===== src/rtl/rtc_serial_bridge.sv =====
module rtc_serial_bridge #(
  parameter int AW   = 6,
  parameter int DW   = 8,
  parameter int PAD  = 4,
  parameter int NCLK = 7
)(
  input  logic          clk,
  input  logic          rst_n,
  input  logic          sclk_in,
  input  logic          sel,
  input  logic          rd,
  input  logic          wr,
  input  logic [AW-1:0] addr,
  input  logic [DW-1:0] din,
  output logic [DW-1:0] dout,
  output logic          busy,
  output logic          rtc_ce,
  output logic          rtc_sclk,
  output logic          rtc_io_o,
  output logic          rtc_io_oe,
  input  logic          rtc_io_i
);
  localparam int FW    = 2*PAD + 2*DW;
  localparam int IW    = $clog2(FW + 1);
  localparam int DRV   = PAD + DW;
  localparam int RX_LO = PAD + DW;
  localparam int RX_HI = PAD + 2*DW - 1;
  localparam int EN_HI = PAD + 2*DW;

  function automatic logic [DW-1:0] to_bcd(input logic [DW-1:0] v);
    logic [DW-1:0] t, u;
    t = v / DW'(10);
    u = v % DW'(10);
    return {t[3:0], u[3:0]};
  endfunction

  function automatic logic [DW-1:0] to_bin(input logic [DW-1:0] b);
    return {{(DW-4){1'b0}}, b[7:4]} * DW'(10) + {{(DW-4){1'b0}}, b[3:0]};
  endfunction

  logic [2:0]    sy;
  logic [IW-1:0] idx;
  logic [FW-1:0] tx, mask;
  logic [DW-1:0] rx;
  logic          rd_q, bcd_q;

  wire fall    = sy[2] & ~sy[1];
  wire start   = sel & (rd | wr) & ~busy;
  wire bcd_sel = (addr < AW'(NCLK));
  wire [DW-1:0] wdata = bcd_sel ? to_bcd(din) : din;
  wire [DW-1:0] cmd   = {1'b1, addr, rd};
  wire en = busy && (idx >= IW'(PAD)) && (idx < IW'(EN_HI));

  assign rtc_ce    = busy;
  assign rtc_sclk  = sclk_in & en;
  assign rtc_io_o  = tx[0] & busy;
  assign rtc_io_oe = mask[0] & busy;

  always_ff @(posedge clk) begin
    if (!rst_n) sy <= '0;
    else        sy <= {sy[1:0], sclk_in};
  end

  always_ff @(posedge clk) begin
    if (!rst_n) begin
      busy  <= 1'b0;
      idx   <= '0;
      tx    <= '0;
      mask  <= '0;
      rx    <= '0;
      rd_q  <= 1'b0;
      bcd_q <= 1'b0;
      dout  <= '0;
    end else if (start) begin
      busy  <= 1'b1;
      idx   <= '0;
      tx    <= {{PAD{1'b0}}, wdata, cmd, {PAD{1'b0}}};
      mask  <= rd ? {{(FW-DRV){1'b0}}, {DRV{1'b1}}} : {FW{1'b1}};
      rd_q  <= rd;
      bcd_q <= bcd_sel;
    end else if (busy && fall) begin
      tx   <= tx >> 1;
      mask <= mask >> 1;
      idx  <= idx + 1'b1;
      if (rd_q && idx >= IW'(RX_LO) && idx <= IW'(RX_HI))
        rx <= {rtc_io_i, rx[DW-1:1]};
      if (idx == IW'(FW-1)) begin
        busy <= 1'b0;
        if (rd_q) dout <= bcd_q ? to_bin(rx) : rx;
      end
    end
  end
endmodule


===== config.mk =====
export PLATFORM = sky130hd
export DESIGN_NAME = rtc_serial_bridge
export DESIGN_NICKNAME = d
export VERILOG_FILES = /design/src/rtl/rtc_serial_bridge.sv
export SDC_FILE = /design/constraint.sdc
export NUM_CORES = 1
export LEC_CHECK = 0
export ABC_AREA = 1
export CAP_MARGIN = 20
export CORE_MARGIN = 2
export CORE_UTILIZATION = 30
export DETAILED_ROUTE_END_ITERATION = 8
export HOLD_SLACK_MARGIN = 0.06
export MAX_ROUTING_LAYER = met4
export SYNTH_ARGS = -nofsm -noshare
export SYNTH_HDL_FRONTEND = slang
export SYNTH_SLANG_ARGS = --single-unit
export TNS_END_PERCENT = 1

===== constraint.sdc =====
create_clock -name clk -period 2.8 [get_ports clk]
set_input_delay 0.28 -clock clk [delete_from_list [all_inputs] [get_ports clk]]
set_output_delay 0.28 -clock clk [all_outputs]
set_load 0.02 [all_outputs]

==> results of run 1 <==
-- cell type report --
class / count / area, sq um / share of cell area, %
Multi-Input combinational cell: 329 / 1790 / 40.8
Sequential cell: 71 / 1420 / 32.5
Clock inverter: 2 / 13.8 / 0.314
Tap cell: 143 / 179 / 4.09
Inverter: 81 / 304 / 6.94
Timing Repair Buffer: 42 / 398 / 9.09
Clock buffer: 14 / 274 / 6.26
-- sequential cells by signal (all words and copies together) (netlist names) --
register and flops:
mask 24, bcd_q 1, rx 8, dout 8, busy 1, idx 5, sy 3, tx 20
rd_q 1
-- cell families after synthesis --
kind of cell             share of synthesized area [%]
AO/OA/AOI/OAI                                     21.5
XOR/XNOR                                         0.975
adder cells (fa/ha/maj)                           4.25
buffers and inverters                             10.8
flip-flops                                        39.6
AND/OR/NAND/NOR                                   22.9
-- stage by stage --
| stage | cells | setup slack, ps | util, % | area, sq um | hold WS [ps] |
|---|---|---|---|---|---|
| after global routing | 682 | 213 | 37.9 | 4380 | 456 |
| after global placement | 666 | 198 | 35.4 | 4090 | 395 |
| after detailed placement | 666 | 119 | 35.4 | 4090 | 402 |
| after CTS | 682 | 459 | 37.9 | 4380 | 419 |
| final | 682 | 444 | 37.9 | 4380 | 415 |
| after floorplan | 502 | 810 | - | 3590 | 373 |
-- synth_stat cells (all sizes together) --
| master | n |
|---|---|
| nand2 | 115 |
| inv | 78 |
| dfxtp | 71 |
| o21ai | 46 |
| nor2 | 42 |
| a21oi | 37 |
| a31oi | 18 |
| clkbuf | 17 |
| nand3 | 17 |
| ha | 9 |
| nor3 | 6 |
| o22ai | 6 |
| a211oi | 4 |
| a221oi | 4 |
| buf | 4 |
| o211ai | 4 |
| clkinv | 3 |
| fa | 2 |
| o221ai | 2 |
| or2 | 2 |
| xnor2 | 2 |
| xor2 | 2 |
| a211o | 1 |
| a21boi | 1 |
| a21o | 1 |
| a31o | 1 |
| nand3b | 1 |
| nand4 | 1 |
| nor3b | 1 |
| nor4 | 1 |
| o2111ai | 1 |
| o21a | 1 |
| o21bai | 1 |
-- worst max-delay path, delay by kind of cell --
family / cells / cell delay (ps)
AND/OR/NAND/NOR: 17 / 1210
buffers and inverters: 4 / 820
AO/OA/AOI/OAI: 2 / 330
-- routing by layer --
| layer | vias to the layer above | GRT usage [%] |
|---|---|---|
| met2 | 59 | 21.4 |
| met3 | 8 | 3.83 |
| met4 | 0 | 4.39 |
| li1 | 1698 | - |
| met5 | - | - |
| met1 | 1494 | 16.6 |
-- worst min-delay path by stage --
stage,endpoint,startpoint,depth (start not counted)
3_3_place_gp,sy[1],sy[0],2
4_1_cts,sy[1],sy[0],2
2_1_floorplan,sy[0],sclk_in,2
6_report,sy[1],sy[0],2
3_5_place_dp,sy[1],sy[0],2
5_1_grt,sy[1],sy[0],2
-- layout by cell type (no fill, tap or decap), drive strengths merged, types with 4 or more instances in the layout --
cell,synthesis,routed
buf,4,9
nor2,42,42
clkbuf,17,14
clkinv,3,5
nand2,115,115
ha,9,9
o211ai,4,4
nor3,6,6
nand3,17,17
a21oi,37,37
a31oi,18,18
o22ai,6,6
dfxtp,71,71
clkdlybuf4s50,0,33
a221oi,4,4
o21ai,46,46
a211oi,4,4
inv,78,78
-- where the power goes --
group / internal, mW / switching [mW] / leakage [nW]
Clock: 0.672 / 0.401 / 0.143
Sequential: 1.06 / 0.0203 / 0.580
Combinational: 0.135 / 0.207 / 1.13
==> insert_results.sql, run 1 <==
INSERT INTO impl_metrics (metric_group, metric, value, unit) VALUES
('status', 'outcome', 'finished, final reports clean', ''),
('routing', 'detail_route.first_pass.iterations', '4', ''),
('global_routing', 'grt_util_all_layers', '13.5', '%'),
('timing', 'final_max_slew_viol_count', '0', ''),
('place', 'port-buffer-count', '33', ''),
('die', 'design.die.area', '12900', 'sq um'),
('setup_path', 'worstPathArrival', '2620', 'ps'),
('clock_network', 'tritoncts', 'built', ''),
('setup_path', 'worst_setup_path_end_kind', 'register', ''),
('setup_path', 'worst_ep_required_time', '3060', 'ps'),
('timing', 'finalSetupViolCount', '0', ''),
('routing', 'detailroute.wirelength.met2', '3570', 'microns'),
('routing', 'wl_met3', '298', 'microns'),
('setup_path', 'capturing_point_of_the_worst_reg2reg_path', 'dout[5]', ''),
('die', 'core_footprint', '11600', 'sq um'),
('clock_network', 'cts.root.buffer_cell', 'clkbuf_16', ''),
('clock_network', 'cts-htree-levels', '3', ''),
('logic_synthesis', 'synth_top_cell_by_area', 'dfxtp_1', ''),
('setup_path', 'timing.critical_path.slowest_cell_delay', '610', 'ps'),
('pwr', 'report.power.total', '2.49', 'mW'),
('timing', 'fin_skew', '9.32', 'ps'),
('clock_network', 'numCtsBuffers', '9', ''),
('pwr', 'vdd_ir_drop_max', '0.000288', 'V'),
('clock_network', 'clk_path_buf_depth', '2', ''),
('timing', 'timing.setup.tns', '0', 'ps'),
('logic_synthesis', 'synth.lib_cells_used.distinct', '41', ''),
('die', 'floorplan.initialDensity', '31.1', '%'),
('clock_network', 'worst_setup_hold_path_clk_slew', '60', 'ps'),
('routing', 'wl_met1', '3830', 'microns'),
('logic_synthesis', 'synthesis.nets', '534', ''),
('routing', 'wirelength', '7770', 'microns'),
('setup_path', 'worst-r2r-cell-count', '8', ''),
('logic_synthesis', 'syn_avg_cell_area', '7.16', 'sq um'),
('timing', 'timing.slew.headroom', '67.7', '%'),
('setup_path', 'timing.critical_path.from_type', 'input pin', ''),
('logic_synthesis', 'ys_warn_count', '0', ''),
('cells_and_area', 'fin_nets', '566', ''),
('pwr', 'power_density', '569', 'nW/um^2'),
('global_routing', 'maximum_number_of_pins_on_one_net_before_global_route_repair', '40', ''),
('timing', 'grt_setup_unrepaired', 'no', ''),
('clock_network', 'worst_skew_pair.late_latency', '330', 'ps'),
('global_routing', 'grt_overflow', '0', ''),
('setup_path', 'worstPathCellList', 'clkdlybuf4s50_1 -> inv_2 -> o21ai_2 -> inv_2 -> nand2_4 -> nand2_4 -> nand2_4 -> nand3_2 -> nand2_4 -> nand2_4 -> nand2_1 -> nand3_2 -> nand2_2 -> nand2_1 -> nand2_1 -> nand2_1 -> inv_2 -> nand2_4 -> nand2_4 -> nand2_1 -> nand2_1 -> nand2_1 -> a21oi_2', ''),
('logic_synthesis', 'flip_flop_and_latch_count_after_synthesis', '71', ''),
('clock_network', 'quantity_of_gates_resized_following_cts', '0', ''),
('place', 'gpl.final_weighted_congestion', '0.839', ''),
('timing', 'fmax', '0.425', 'GHz'),
('logic_synthesis', 'synth_top_cell_area_share', '39.6', '%'),
('timing', 'final_worst_path_cycle_share', '84.1', '%'),
('clock_network', 'post_cts_buffers', '0', ''),
('logic_synthesis', 'netlist_top_cells_area', 'dfxtp_1 40%, nand2_1 11%, inv_1 7.6%', ''),
('setup_path', 'reg2reg_setup_slack', '630', 'ps'),
('die', 'core.rowCount', '39', ''),
('pwr', 'power.leakage', '1.85', 'nW'),
('routing', 'route.top_layer_used', 'met4', ''),
('global_routing', 'grt_first_pass_wirelength', '13700', 'microns'),
('die', 'floorplan.die.height', '113', 'microns'),
('routing', 'vias', '3259', ''),
('cells_and_area', 'areaGrowthSynthToFinish', '21.8', '%'),
('cells_and_area', 'ant_cells', '0', ''),
('logic_synthesis', 'syn-instance-count', '502', ''),
('timing', 'max_slew.worst_pin.slew', '482', 'ps'),
('min_path', 'worst_hold_path_type', 'register to register', ''),
('run', 'maxCapViolations', '0', ''),
('setup_path', 'worst_setup_path_startpoint', 'din[7]', ''),
('clock_network', 'cts.sink_count', '71', ''),
('routing', 'route.detailed.wl_per_inst', '11.4', 'microns'),
('timing', 'finalCriticalPeriod', '2360', 'ps'),
('setup_path', 'crit-reg2reg-launch', 'rx[7]', ''),
('cells_and_area', 'fill_cells', '1214', ''),
('logic_synthesis', 'synth_sequential_area_ratio', '39.6', '%');
No activity file was read; power rests on OpenSTA's default activity.
==> run 2, diff against run 1 <==
clock period = 2.1 ns   (was 2.8 ns; I/O delays follow)
==> run 2 against run 1 <==
Clock skew down 3.9 ps. First-iteration DRC count shrank 9.3%. Die area did not move. Setup slack got worse by 300 ps. Cell count is 2.5% higher. Routed wire length is 3.9% higher. Sequential share of layout area is 1.4 points lower. Critical path depth decreased by 19. Critical endpoint is now rtc_sclk.
==> insert_results.sql, run 2 (same netlist as run 1, synthesis figures left out) <==
INSERT INTO impl_metrics (metric_group, metric, value, unit) VALUES
('setup_path', 'worst_ep_required_time', '1890', 'ps'),
('timing', 'final_max_slew_viol_count', '0', ''),
('die', 'core_footprint', '11600', 'sq um'),
('routing', 'vias', '3281', ''),
('routing', 'route.top_layer_used', 'met4', ''),
('cells_and_area', 'utilization', '39.6', '%'),
('timing', 'worst_hold_slack', '357', 'ps'),
('pwr', 'power.leakage', '1.95', 'nW'),
('die', 'floorplan.die.height', '113', 'microns'),
('routing', 'wl_met3', '357', 'microns'),
('global_routing', 'grt_antenna_before_repair', '0', ''),
('clock_network', 'tritoncts', 'built', ''),
('timing', 'final_critical_path_setup_slack', '141', 'ps'),
('die', 'design.die.area', '12900', 'sq um'),
('setup_path', 'cpMaxStageDelayCell', 'clkdlybuf4s50_1', ''),
('timing', 'finalCriticalPeriod', '1960', 'ps'),
('status', 'outcome', 'finished, final reports clean', ''),
('routing', 'detail_route.first_pass.iterations', '4', ''),
('clock_network', 'worst_skew_pair.late_latency', '330', 'ps'),
('global_routing', 'grt_util_all_layers', '13.6', '%'),
('global_routing', 'grt_overflow', '0', ''),
('clock_network', 'numCtsBuffers', '9', ''),
('cells_and_area', 'max_ffs_per_register', '24', ''),
('setup_path', 'worst_setup_path_end_kind', 'primary output', ''),
('global_routing', 'first_global_vias', '3050', ''),
('run', 'maxCapViolations', '0', ''),
('clock_network', 'clk_path_buf_depth', '2', ''),
('place', 'total_cell_area_at_the_placement_stage', '4270', 'sq um'),
('setup_path', 'timing.critical_path.from_type', 'register', ''),
('die', 'floorplan.initialDensity', '31.1', '%'),
('min_path', 'worst_hold_path_type', 'input pin to register', ''),
('pwr', 'vdd_ir_drop_max', '0.000558', 'V'),
('clock_network', 'cts-htree-levels', '3', ''),
('setup_path', 'worstPathCellList', 'buf_4 -> nand2_1 -> nor3_1 -> clkdlybuf4s50_1', ''),
('place', 'port-buffer-count', '33', ''),
('routing', 'detailroute.wirelength.met2', '3510', 'microns'),
('global_routing', 'maximum_number_of_pins_on_one_net_before_global_route_repair', '40', ''),
('place', 'dp_slack', '-507', 'ps'),
('cells_and_area', 'largestRegisters', 'mask: 24 flops, tx: 20 flops', ''),
('die', 'die_width', '113', 'microns'),
('die', 'core.rowCount', '39', ''),
('timing', 'fin_skew', '5.45', 'ps'),
('setup_path', 'reg2reg_setup_slack', '160', 'ps'),
('setup_path', 'worstPathArrival', '1750', 'ps'),
('routing', 'detail_route.vias_per_cell', '4.69', ''),
('timing', 'final_worst_path_cycle_share', '93.3', '%'),
('min_path', 'whs_endpoint', 'tx[19]', ''),
('cells_and_area', 'layout_common_cells', '103 x nand2_1, 73 x inv_1, 70 x dfxtp_1', ''),
('routing', 'final_antenna_net_count', '0', ''),
('routing', 'route.detailed.drc', '0', ''),
('clock_network', 'cts.root.buffer_cell', 'clkbuf_16', ''),
('timing', 'finalSetupViolCount', '0', ''),
('routing', 'route.detailed.wl_per_inst', '11.6', 'microns'),
('routing', 'wirelength', '8080', 'microns'),
('setup_path', 'timing.critical_path.slowest_cell_delay', '630', 'ps'),
('routing', 'drt_iter0_markers', '136', ''),
('timing', 'max_slew.worst_pin.slew', '525', 'ps'),
('clock_network', 'post_cts_buffers', '0', ''),
('cells_and_area', 'final_common_cell', 'nand2_1', ''),
('cells_and_area', 'stdcell_area', '4580', 'sq um'),
('routing', 'wl_met1', '4070', 'microns'),
('place', 'gpl.final_weighted_congestion', '0.861', ''),
('place', 'post-dp-hpwl', '5630', 'microns'),
('min_path', 'holdCritStartpoint', 'din[7]', ''),
('cells_and_area', 'ant_cells', '0', ''),
('cells_and_area', 'areaGrowthSynthToFinish', '27.6', '%'),
('setup_path', 'setup.worst_path.class', 'register to primary output', ''),
('setup_path', 'worst-r2r-cell-count', '8', ''),
('cells_and_area', 'drive_gt1_share', '14.4', '%'),
('timing', 'grt_setup_unrepaired', 'yes', ''),
('min_path', 'min_path_cells', '4', ''),
('global_routing', 'grt_first_pass_wirelength', '13800', 'microns'),
('clock_network', 'cts.sink_count', '71', ''),
('cells_and_area', 'fin_nets', '585', ''),
('setup_path', 'cp_max_fo', '6', ''),
('clock_network', 'worst_setup_hold_path_clk_slew', '50', 'ps'),
('setup_path', 'capturing_point_of_the_worst_reg2reg_path', 'dout[7]', ''),
('pwr', 'power_density', '722', 'nW/um^2'),
('timing', 'finalHoldViolCount', '0', ''),
('timing', 'fmax', '0.510', 'GHz'),
('cells_and_area', 'regMostFlops', 'mask', ''),
('timing', 'timing.slew.headroom', '64.9', '%'),
('timing', 'timing.setup.tns', '0', 'ps'),
('die', 'design.portCount', '34', ''),
('setup_path', 'crit-reg2reg-launch', 'rx[5]', '');
-- run 2: cell types whose count changed in the layout (fill, tap and decap cells not counted), sizes merged --
cell,change
buf,+19
clkdlybuf4s50,-4
clkbuf,+1
clkdlybuf4s15,+1
clkinv,-1
dlymetal6s2s,+1
-- run 2: cell type report --
class	count	area [sq um]
fill	1192	6980
inverter	81	304
multi-input combinational	329	1840
timing repair buffer	61	571
tap	143	179
clock buffer	13	260
clock inverter	1	5.00
sequential	71	1420
-- run 2: routing by layer --
layer	global-route usage (%)	up-vias
met5	-	-
met4	4.96	0
met3	4.04	11
met2	21.0	52
met1	16.8	1488
li1	-	1730
-- run 2: metrics by stage --
stage	power, mW	std cells
global placement	1.95	685
finish	3.31	699
CTS	3.34	699
global route	3.47	699
floorplan	1.79	502
detailed placement	1.96	685
-- run 2: worst max-delay path, delay by kind of cell, from the launching register on --
family                 cells  cell delay (ps)
flip-flops                 1              370
AND/OR/NAND/NOR            2              240
buffers and inverters      2              800
-- run 2: worst max-delay path by stage --
stage           start       end  slack, ps  depth (start not counted)
5_1_grt        din[6]    tx[13]        -10                         20
3_3_place_gp   din[5]    tx[13]       -390                         17
4_1_cts        din[4]    tx[14]          2                         20
6_report         busy  rtc_sclk        140                          4
2_1_floorplan   rx[7]   dout[5]        110                          8
3_5_place_dp   din[5]    tx[14]       -510                         23
-- run 2: what timing repair did --
item | CTS | global route
hold buffers | 0 | 0
setup endpoints to repair | 4 | 10
resized for setup | 3 | 20
pin swaps | 0 | 4
-- run 2: power by group --
group | internal (mW) | leakage, nW | switching, mW | total, mW
registers | 1.41 | 0.581 | 0.0258 | 1.44
logic | 0.211 | 1.24 | 0.287 | 0.497
clock network | 0.849 | 0.132 | 0.526 | 1.37
total | 2.47 | 1.95 | 0.838 | 3.31
